--- src/rtl/sir_pkg.sv ---
package sir_pkg;

  typedef enum logic [1:0] {
    OP_NONE,
    OP_WR,
    OP_SET,
    OP_CLR
  } wr_op_e;

  localparam logic [1:0] PRIO_MASKED = 2'd0;
  localparam logic [1:0] PRIO_NMI    = 2'd3;

  // low address nibble selects plain / set / clear alias
  function automatic wr_op_e decode_op(input logic [3:0] lo);
    case (lo)
      4'h0:    decode_op = OP_WR;
      4'h4:    decode_op = OP_SET;
      4'h8:    decode_op = OP_CLR;
      default: decode_op = OP_NONE;
    endcase
  endfunction

  function automatic logic [31:0] apply_op(input wr_op_e op, input logic [31:0] cur,
                                           input logic [31:0] wd);
    case (op)
      OP_WR:   apply_op = wd;
      OP_SET:  apply_op = cur | wd;
      OP_CLR:  apply_op = cur & ~wd;
      default: apply_op = cur;
    endcase
  endfunction

endpackage

--- src/rtl/sir_ctrl.sv ---
module sir_ctrl
  import sir_pkg::*;
#(
  parameter int unsigned SRST_CYCLES = 4,
  localparam int unsigned CNT_W = $clog2(SRST_CYCLES + 1)
) (
  input  logic       clk_i,
  input  logic       rst_ni,
  input  logic       wr_en_i,
  input  wr_op_e     op_i,
  input  logic [7:0] wdata_i,
  input  logic       secure_i,
  output logic       clk_gate_o,
  output logic       srst_o,
  output logic       lock_o
);

  logic             cg_q, srst_q, lock_q;
  logic [CNT_W-1:0] cnt_q;
  logic [7:0]       cur, nv;
  logic             prot;

  assign cur  = {cg_q, srst_q, lock_q, 5'b0};
  assign nv   = 8'(apply_op(op_i, 32'(cur), 32'(wdata_i)));
  assign prot = lock_q && !secure_i;

  always_ff @(posedge clk_i or negedge rst_ni) begin
    if (!rst_ni) begin
      cg_q   <= 1'b0;
      srst_q <= 1'b0;
      lock_q <= 1'b0;
      cnt_q  <= '0;
    end else begin
      if (srst_q) begin
        if (cnt_q == '0) srst_q <= 1'b0;
        else             cnt_q  <= cnt_q - 1'b1;
      end
      if (wr_en_i) begin
        if (!prot) begin
          cg_q <= nv[7];
          if (nv[6] && !srst_q) begin
            srst_q <= 1'b1;
            cnt_q  <= CNT_W'(SRST_CYCLES - 1);
          end
        end
        // non-secure may only raise the lock
        lock_q <= secure_i ? nv[5] : (lock_q | nv[5]);
      end
    end
  end

  assign clk_gate_o = cg_q;
  assign srst_o     = srst_q;
  assign lock_o     = lock_q;

endmodule

--- src/rtl/sir_route_bank.sv ---
module sir_route_bank
  import sir_pkg::*;
#(
  parameter int unsigned NUM_SRC = 32,
  parameter int unsigned NUM_CPU = 4,
  localparam int unsigned RT_W  = 4 * NUM_CPU,
  localparam int unsigned IDX_W = $clog2(NUM_SRC)
) (
  input  logic                           clk_i,
  input  logic                           rst_ni,
  input  logic                           wr_en_i,
  input  wr_op_e                         op_i,
  input  logic [IDX_W-1:0]               idx_i,
  input  logic [RT_W-1:0]                wdata_i,
  input  logic                           secure_i,
  input  logic                           srst_i,
  output logic [NUM_SRC-1:0][RT_W-1:0]   route_o,
  output logic [NUM_SRC-1:0]             owned_o
);

  for (genvar n = 0; n < NUM_SRC; n++) begin : g_src
    logic              hit;
    logic [RT_W-1:0]   cand;
    logic [NUM_CPU-1:0] flags;

    assign hit  = wr_en_i && (idx_i == IDX_W'(n));
    assign cand = RT_W'(apply_op(op_i, 32'(route_o[n]), 32'(wdata_i)));

    for (genvar k = 0; k < NUM_CPU; k++) begin : g_cpu
      logic [3:0] nib_q;
      logic       keep;

      assign keep = nib_q[0] && !secure_i;

      always_ff @(posedge clk_i or negedge rst_ni) begin
        if (!rst_ni)          nib_q <= '0;
        else if (srst_i)      nib_q <= '0;
        else if (hit && !keep) nib_q <= cand[4*k +: 4];
      end

      assign route_o[n][4*k +: 4] = nib_q;
      assign flags[k]             = nib_q[0];
    end

    assign owned_o[n] = |flags;
  end

endmodule

--- src/rtl/sir_pending.sv ---
module sir_pending #(
  parameter int unsigned NUM_SRC = 32
) (
  input  logic               clk_i,
  input  logic               rst_ni,
  input  logic [NUM_SRC-1:0] src_i,
  input  logic               clr_en_i,
  input  logic [NUM_SRC-1:0] clr_mask_i,
  input  logic               srst_i,
  output logic [NUM_SRC-1:0] pend_o
);

  logic [NUM_SRC-1:0] pend_q, kill;

  assign kill = clr_en_i ? clr_mask_i : '0;

  // a source held high re-asserts over a same-cycle clear
  always_ff @(posedge clk_i or negedge rst_ni) begin
    if (!rst_ni)     pend_q <= '0;
    else if (srst_i) pend_q <= '0;
    else             pend_q <= (pend_q & ~kill) | src_i;
  end

  assign pend_o = pend_q;

endmodule

--- src/rtl/sir_cpu_arb.sv ---
module sir_cpu_arb #(
  parameter int unsigned NUM_SRC = 32,
  localparam int unsigned IDX_W = $clog2(NUM_SRC)
) (
  input  logic [NUM_SRC-1:0]        pend_i,
  input  logic [NUM_SRC-1:0][1:0]   prio_i,
  input  logic [NUM_SRC-1:0]        type_i,
  output logic                      irq_o,
  output logic                      fiq_o,
  output logic                      nmi_o,
  output logic [IDX_W-1:0]          idx_o,
  output logic                      valid_o
);

  logic [1:0] best;

  always_comb begin
    irq_o = 1'b0;
    fiq_o = 1'b0;
    nmi_o = 1'b0;
    best  = 2'd0;
    idx_o = '0;
    for (int n = 0; n < NUM_SRC; n++) begin
      if (pend_i[n] && prio_i[n] != sir_pkg::PRIO_MASKED) begin
        if (type_i[n]) fiq_o = 1'b1;
        else           irq_o = 1'b1;
        if (prio_i[n] == sir_pkg::PRIO_NMI) nmi_o = 1'b1;
        // strict compare keeps the lowest index on ties
        if (prio_i[n] > best) begin
          best  = prio_i[n];
          idx_o = IDX_W'(n);
        end
      end
    end
    valid_o = (best != 2'd0);
  end

endmodule

--- src/rtl/sir_router.sv ---
module sir_router
  import sir_pkg::*;
#(
  parameter int unsigned NUM_SRC     = 32,
  parameter int unsigned NUM_CPU     = 4,
  parameter int unsigned ADDR_W      = 12,
  parameter int unsigned SRST_CYCLES = 4,
  localparam int unsigned IDX_W  = $clog2(NUM_SRC),
  localparam int unsigned RT_W   = 4 * NUM_CPU,
  localparam int unsigned SLOT_W = ADDR_W - 4
) (
  input  logic                     clk_i,
  input  logic                     rst_ni,
  input  logic [NUM_SRC-1:0]       src_i,
  input  logic [ADDR_W-1:0]        bus_addr_i,
  input  logic [31:0]              bus_wdata_i,
  input  logic                     bus_we_i,
  input  logic                     bus_secure_i,
  output logic [31:0]              bus_rdata_o,
  output logic [NUM_CPU-1:0]       irq_o,
  output logic [NUM_CPU-1:0]       fiq_o,
  output logic [NUM_CPU-1:0]       nmi_o,
  output logic [NUM_CPU*IDX_W-1:0] top_idx_o,
  output logic [NUM_CPU-1:0]       top_valid_o,
  output logic                     clk_gate_o
);

  wr_op_e                       op;
  logic [SLOT_W-1:0]            slot;
  logic                         ctrl_sel, stat_sel, clr_sel, route_sel;
  logic [IDX_W-1:0]             ridx;
  logic                         ctrl_we, route_we, clr_we;
  logic                         srst_q, lock_q;
  logic [NUM_SRC-1:0]           pend_q, sec_owned, vis, clr_mask;
  logic [NUM_SRC-1:0][RT_W-1:0] route_q;

  assign op        = decode_op(bus_addr_i[3:0]);
  assign slot      = bus_addr_i[ADDR_W-1:4];
  assign ctrl_sel  = (slot == '0);
  assign stat_sel  = (bus_addr_i == ADDR_W'(16));
  assign clr_sel   = (bus_addr_i == ADDR_W'(20));
  assign route_sel = (slot >= SLOT_W'(2)) && (slot < SLOT_W'(NUM_SRC + 2));
  assign ridx      = IDX_W'(slot - SLOT_W'(2));

  assign ctrl_we  = bus_we_i && ctrl_sel && (op != OP_NONE);
  assign route_we = bus_we_i && route_sel && (op != OP_NONE);
  assign clr_we   = bus_we_i && clr_sel;

  assign vis      = bus_secure_i ? '1 : ~sec_owned;
  assign clr_mask = bus_wdata_i[NUM_SRC-1:0] & vis;

  sir_ctrl #(
    .SRST_CYCLES(SRST_CYCLES)
  ) i_ctrl (
    .clk_i      (clk_i),
    .rst_ni     (rst_ni),
    .wr_en_i    (ctrl_we),
    .op_i       (op),
    .wdata_i    (bus_wdata_i[7:0]),
    .secure_i   (bus_secure_i),
    .clk_gate_o (clk_gate_o),
    .srst_o     (srst_q),
    .lock_o     (lock_q)
  );

  sir_route_bank #(
    .NUM_SRC(NUM_SRC),
    .NUM_CPU(NUM_CPU)
  ) i_routes (
    .clk_i    (clk_i),
    .rst_ni   (rst_ni),
    .wr_en_i  (route_we),
    .op_i     (op),
    .idx_i    (ridx),
    .wdata_i  (bus_wdata_i[RT_W-1:0]),
    .secure_i (bus_secure_i),
    .srst_i   (srst_q),
    .route_o  (route_q),
    .owned_o  (sec_owned)
  );

  sir_pending #(
    .NUM_SRC(NUM_SRC)
  ) i_pending (
    .clk_i      (clk_i),
    .rst_ni     (rst_ni),
    .src_i      (src_i),
    .clr_en_i   (clr_we),
    .clr_mask_i (clr_mask),
    .srst_i     (srst_q),
    .pend_o     (pend_q)
  );

  for (genvar k = 0; k < NUM_CPU; k++) begin : g_cpu
    logic [NUM_SRC-1:0][1:0] prio;
    logic [NUM_SRC-1:0]      kind;

    for (genvar n = 0; n < NUM_SRC; n++) begin : g_unpack
      assign prio[n] = route_q[n][4*k+2 +: 2];
      assign kind[n] = route_q[n][4*k+1];
    end

    sir_cpu_arb #(
      .NUM_SRC(NUM_SRC)
    ) i_arb (
      .pend_i  (pend_q),
      .prio_i  (prio),
      .type_i  (kind),
      .irq_o   (irq_o[k]),
      .fiq_o   (fiq_o[k]),
      .nmi_o   (nmi_o[k]),
      .idx_o   (top_idx_o[k*IDX_W +: IDX_W]),
      .valid_o (top_valid_o[k])
    );
  end

  always_comb begin
    bus_rdata_o = '0;
    if (ctrl_sel && bus_addr_i[3:0] == 4'h0)
      bus_rdata_o = {24'b0, clk_gate_o, srst_q, lock_q, 5'b0};
    else if (stat_sel)
      bus_rdata_o = 32'(pend_q & vis);
    else if (route_sel && bus_addr_i[3:0] == 4'h0)
      bus_rdata_o = 32'(route_q[ridx]);
  end

endmodule

--- config.mk ---
export PLATFORM = sky130hd
export DESIGN_NAME = sir_router
export DESIGN_NICKNAME = d
export VERILOG_FILES = /design/src/rtl/sir_pkg.sv /design/src/rtl/sir_ctrl.sv /design/src/rtl/sir_route_bank.sv /design/src/rtl/sir_pending.sv /design/src/rtl/sir_cpu_arb.sv /design/src/rtl/sir_router.sv
export SDC_FILE = /design/constraint.sdc
export NUM_CORES = 2
export LEC_CHECK = 0
export BUFFER_PORTS_ARGS = -buffer_cell sky130_fd_sc_hd__buf_4
export CORE_MARGIN = 10
export CORE_UTILIZATION = 30
export CTS_CLUSTER_DIAMETER = 150
export DETAILED_ROUTE_END_ITERATION = 7
export GPL_TIMING_DRIVEN = 1
export MAX_ROUTING_LAYER = met4
export PLACE_DENSITY = 0.47
export SLEW_MARGIN = 30
export SYNTH_ARGS = -nofsm -noshare
export SYNTH_HDL_FRONTEND = slang
export SYNTH_SLANG_ARGS = --single-unit
--- constraint.sdc ---
create_clock -name clk_i -period 46.5 [get_ports clk_i]
set_clock_uncertainty 0.2 [all_clocks]
set_input_delay 9.3 -clock clk_i [delete_from_list [all_inputs] [get_ports clk_i]]
set_output_delay 9.3 -clock clk_i [all_outputs]
set_load 0.05 [all_outputs]
==> flow_metrics.py <==
metrics = {
    "run_status": {
        "status": "finished clean",
    },
    "routing": {
        "ant_nets": 0,
        "drcViolationCount": 0,
        "avgViaCountPerCell": 6.14,
        "post_drt_wl_per_cell_microns": 29.7,
        "via_count": 46600,
        "wirelength_mm": 226,
        "drt_pass1_iterations": 7,
        "drt_iter0_markers": 5549,
    },
    "floorplanning": {
        "fp.dieH_microns": 413,
        "start_util_pct": 30.1,
        "die-area_sq_um": 170000,
        "row_count": 144,
        "die-width_microns": 413,
        "ios": 149,
        "coreArea_sq_um": 154000,
    },
    "worst_setup_path": {
        "critPathMaxStageDelay_ns": 0.60,
        "cpMostUsedCell": "ha_1",
        "arrival_ns": 34.11,
        "end_kind": "output pin",
        "start_kind": "register",
        "path_max_fanout": 14,
        "crit_slowest_cell": "dfrtp_4",
        "crit_required_ns": 37.00,
        "critical_path_class": "reg -> out",
    },
    "global_routing": {
        "grt_pass1_wl_mm": 322,
        "first_global_vias": 43400,
        "antenna_found_initial": 14,
        "overflow": 0,
        "grt_usage_pct": 26.2,
        "grt_max_degree": 141,
    },
    "synth": {
        "synthTopCellsByArea": "dfrtp_1, ha_1, mux4_2, o21ai_0, a21oi_1",
        "synth-xor-area-share_pct": 0.114,
        "synth_top_family_by_area": "compound AO/OA/AOI/OAI gates",
        "async_reset_ff_share_pct": 100,
        "synth_nets": 5912,
        "ys_warn_count": 0,
        "synth_top_cell_area_share_pct": 29.7,
        "synth-compound-area-share_pct": 29.6,
        "yosys.area_share.simple_pct": 13.0,
        "yosysSeqAreaShare_pct": 29.7,
        "synthAdderAreaFrac_pct": 10.2,
        "muxShareOfSynthArea_pct": 11.3,
        "syn_area_sq_um": 46300,
        "synth_edf_count": 0,
        "synth-main-ff-cell": "dfrtp_1",
        "ys_types": 96,
        "synth.largest_area_cell": "dfrtp_1",
        "synth_cells": 5456,
        "ys_ff_latch": 550,
        "synth.avg_cell_area_sq_um": 8.48,
    },
    "sta": {
        "fin_crit_sh_pct": 93.8,
        "fin_crit_ns": 43.61,
        "max_freq_ghz": 0.0229,
        "whs_ns": 0.313,
        "fin_setup_tns_ns": 0,
        "max_slew_margin_pct": 19.7,
        "slew_viol_final": 0,
        "timing.final.ws_setup_ns": 2.89,
        "setup_violations": 0,
        "worstMarginPinSlew_ns": 1.20,
        "hold_viol_final": 0,
    },
    "final_layout": {
        "multi_input_area_sq_um": 30100,
        "regArea_sq_um": 13800,
        "fin_nets": 5932,
        "postLayoutCellArea_sq_um": 52600,
        "drive_gt1_share_pct": 13.4,
        "fillers": 15900,
        "finalNonFillerCells": 7599,
        "postLayoutCoreUtil_pct": 34.2,
        "areaGrowthSynthToFinish_pct": 13.7,
    },
    "pwr": {
        "vdd_drop_max_v": 0.0000196,
        "intPower_mw": 0.880,
        "fin_total_pwr_mw": 1.20,
        "cellLeakagePower_nw": 21.6,
        "p_seq_share_pct": 40.1,
        "power_density_nw_per_um2": 22.9,
        "p_switching_mw": 0.325,
        "p_sw_share_pct": 27.0,
        "combPwrFrac_pct": 9.6,
        "p_clk_share_pct": 50.3,
    },
    "cts": {
        "cts_tree": "built",
        "cts-root-buf": "clkbuf_16",
        "cts_buffers": 71,
        "clkSinkCount": 550,
        "clk_path_buf_depth": 3,
        "clk_latency_ns": 0.65,
        "cts_max_level": 3,
        "cts_hold_buffers": 0,
        "cts_setup_buffers": 0,
        "path_clk_slew_ns": 0.06,
        "cts_resized": 0,
    },
    "hold_path": {
        "hold_class": "reg -> reg",
    },
    "placement": {
        "io_buffer_count": 148,
        "dp.cells": 7445,
        "place_ws_ns": 2.03,
        "gp_congestion": 0.987,
        "dpl.hpwl_mm": 170,
        "post_dp_cell_area_sq_um": 49700,
    },
    "flow_run": {
        "maxCapViolCount": 0,
    },
}
## placed cells by master, fill, tap and decap left out, types with 24 or more instances in the layout
| cell | n |
|---|---|
| diode_2 | 25 |
| nand4_1 | 47 |
| and3_1 | 39 |
| nand3_1 | 107 |
| o221ai_1 | 50 |
| o21a_1 | 114 |
| a22o_1 | 73 |
| nor2_1 | 487 |
| o22ai_1 | 104 |
| o211ai_1 | 48 |
| nor2b_1 | 25 |
| nand2_1 | 377 |
| o21ai_0 | 573 |
| clkbuf_16 | 76 |
| a21oi_2 | 24 |
| mux4_2 | 160 |
| a21oi_1 | 497 |
| o21ai_1 | 41 |
| mux2_2 | 49 |
| nor4_1 | 47 |
| a21o_1 | 46 |
| ha_1 | 375 |
| nor3_1 | 41 |
| mux2i_1 | 97 |
| a31oi_1 | 53 |
| a211oi_1 | 172 |
| inv_1 | 429 |
| buf_4 | 234 |
| dfrtp_1 | 546 |
| a22oi_1 | 117 |
| nand2b_1 | 30 |
## logic make-up (layout without fill, tap and decap cells)
family | after synthesis | count (layout)
AO/OA/AOI/OAI | 2157 | 2157
AND/OR/NAND/NOR | 1323 | 1323
buffers and inverters | 732 | 806
flip-flops | 550 | 550
adder cells (fa/ha/maj) | 376 | 376
multiplexers | 312 | 312
XOR/XNOR | 6 | 6
other | 0 | 25
## registers in the layout, summed over array words and instances (netlist names)
signal,flops
i_routes.g_src.g_cpu.nib_q,512
i_pending.pend_o,32
i_ctrl.cnt_q,3
i_ctrl.clk_gate_o,1
i_ctrl.lock_o,1
i_ctrl.srst_o,1
## routing by layer
layer	part of all wire [%]	vias up	track usage (%)
li1	-	20500	-
met1	43	23400	35.3
met2	44	2382	38.7
met3	10	375	6.47
met4	3.4	0	7.84
met5	0	-	-
## final timing paths
path / start / to / slack (ns) / cells past startpoint
min in group asynchronous: rst_ni / i_routes.g_src[12].g_cpu[2].nib_q[1] / 8.48 / 1
max: i_pending.pend_o[0] / top_idx_o[4] / 2.89 / 162
max in group asynchronous: rst_ni / i_routes.g_src[11].g_cpu[0].nib_q[3] / 34.68 / 4
min reg2reg: i_ctrl.cnt_q[1] / i_ctrl.cnt_q[1] / 0.31 / 2
max reg2reg: i_ctrl.srst_o / i_routes.g_src[22].g_cpu[0].nib_q[0] / 42.42 / 5
min: i_ctrl.cnt_q[1] / i_ctrl.cnt_q[1] / 0.31 / 2
## area by class of cell
cell class | instances | area share [%]
Multi-Input combinational cell | 4174 | 57.2
Sequential cell | 550 | 26.2
Tap cell | 2044 | 4.86
Clock buffer | 103 | 4.13
Timing Repair Buffer | 249 | 3.82
Inverter | 430 | 3.07
Clock inverter | 24 | 0.652
Antenna cell | 25 | 0.119
## Yosys cell counts, types with 47 or more instances
cell type,count
nand2_1,379
nand4_1,47
o221ai_1,69
o21ai_0,577
a21oi_1,518
o22ai_1,104
o211ai_1,48
nor2_1,492
a22o_1,73
dfrtp_1,550
a31oi_1,54
a211oi_1,173
nor4_1,54
a22oi_1,117
o21a_1,114
nand3_1,108
inv_1,430
a21o_1,47
ha_1,376
mux2i_1,97
mux2_2,49
clkbuf_1,255
mux4_2,160
## critical path, delay by kind of cell (launching register included)
kind	cells	cell delay (ns)
DFF	1	0.60
and+or+nand+nor	47	8.18
adders and majority gates	31	8.08
buffers and inverters	21	1.30
muxes	7	2.67
AOI/OAI and AO/OA	56	12.60
## power by group through the flow
stage / Sequential, mW / Combinational, mW / Clock (mW)
after global routing: 0.483 / 0.124 / 0.630
final: 0.483 / 0.115 / 0.607
after floorplan: 0.490 / 0.0654 / 0
after global placement: 0.492 / 0.112 / 0
after detailed placement: 0.492 / 0.113 / 0
after CTS: 0.483 / 0.113 / 0.612
Note: power is estimated with default switching activity, not from simulation.
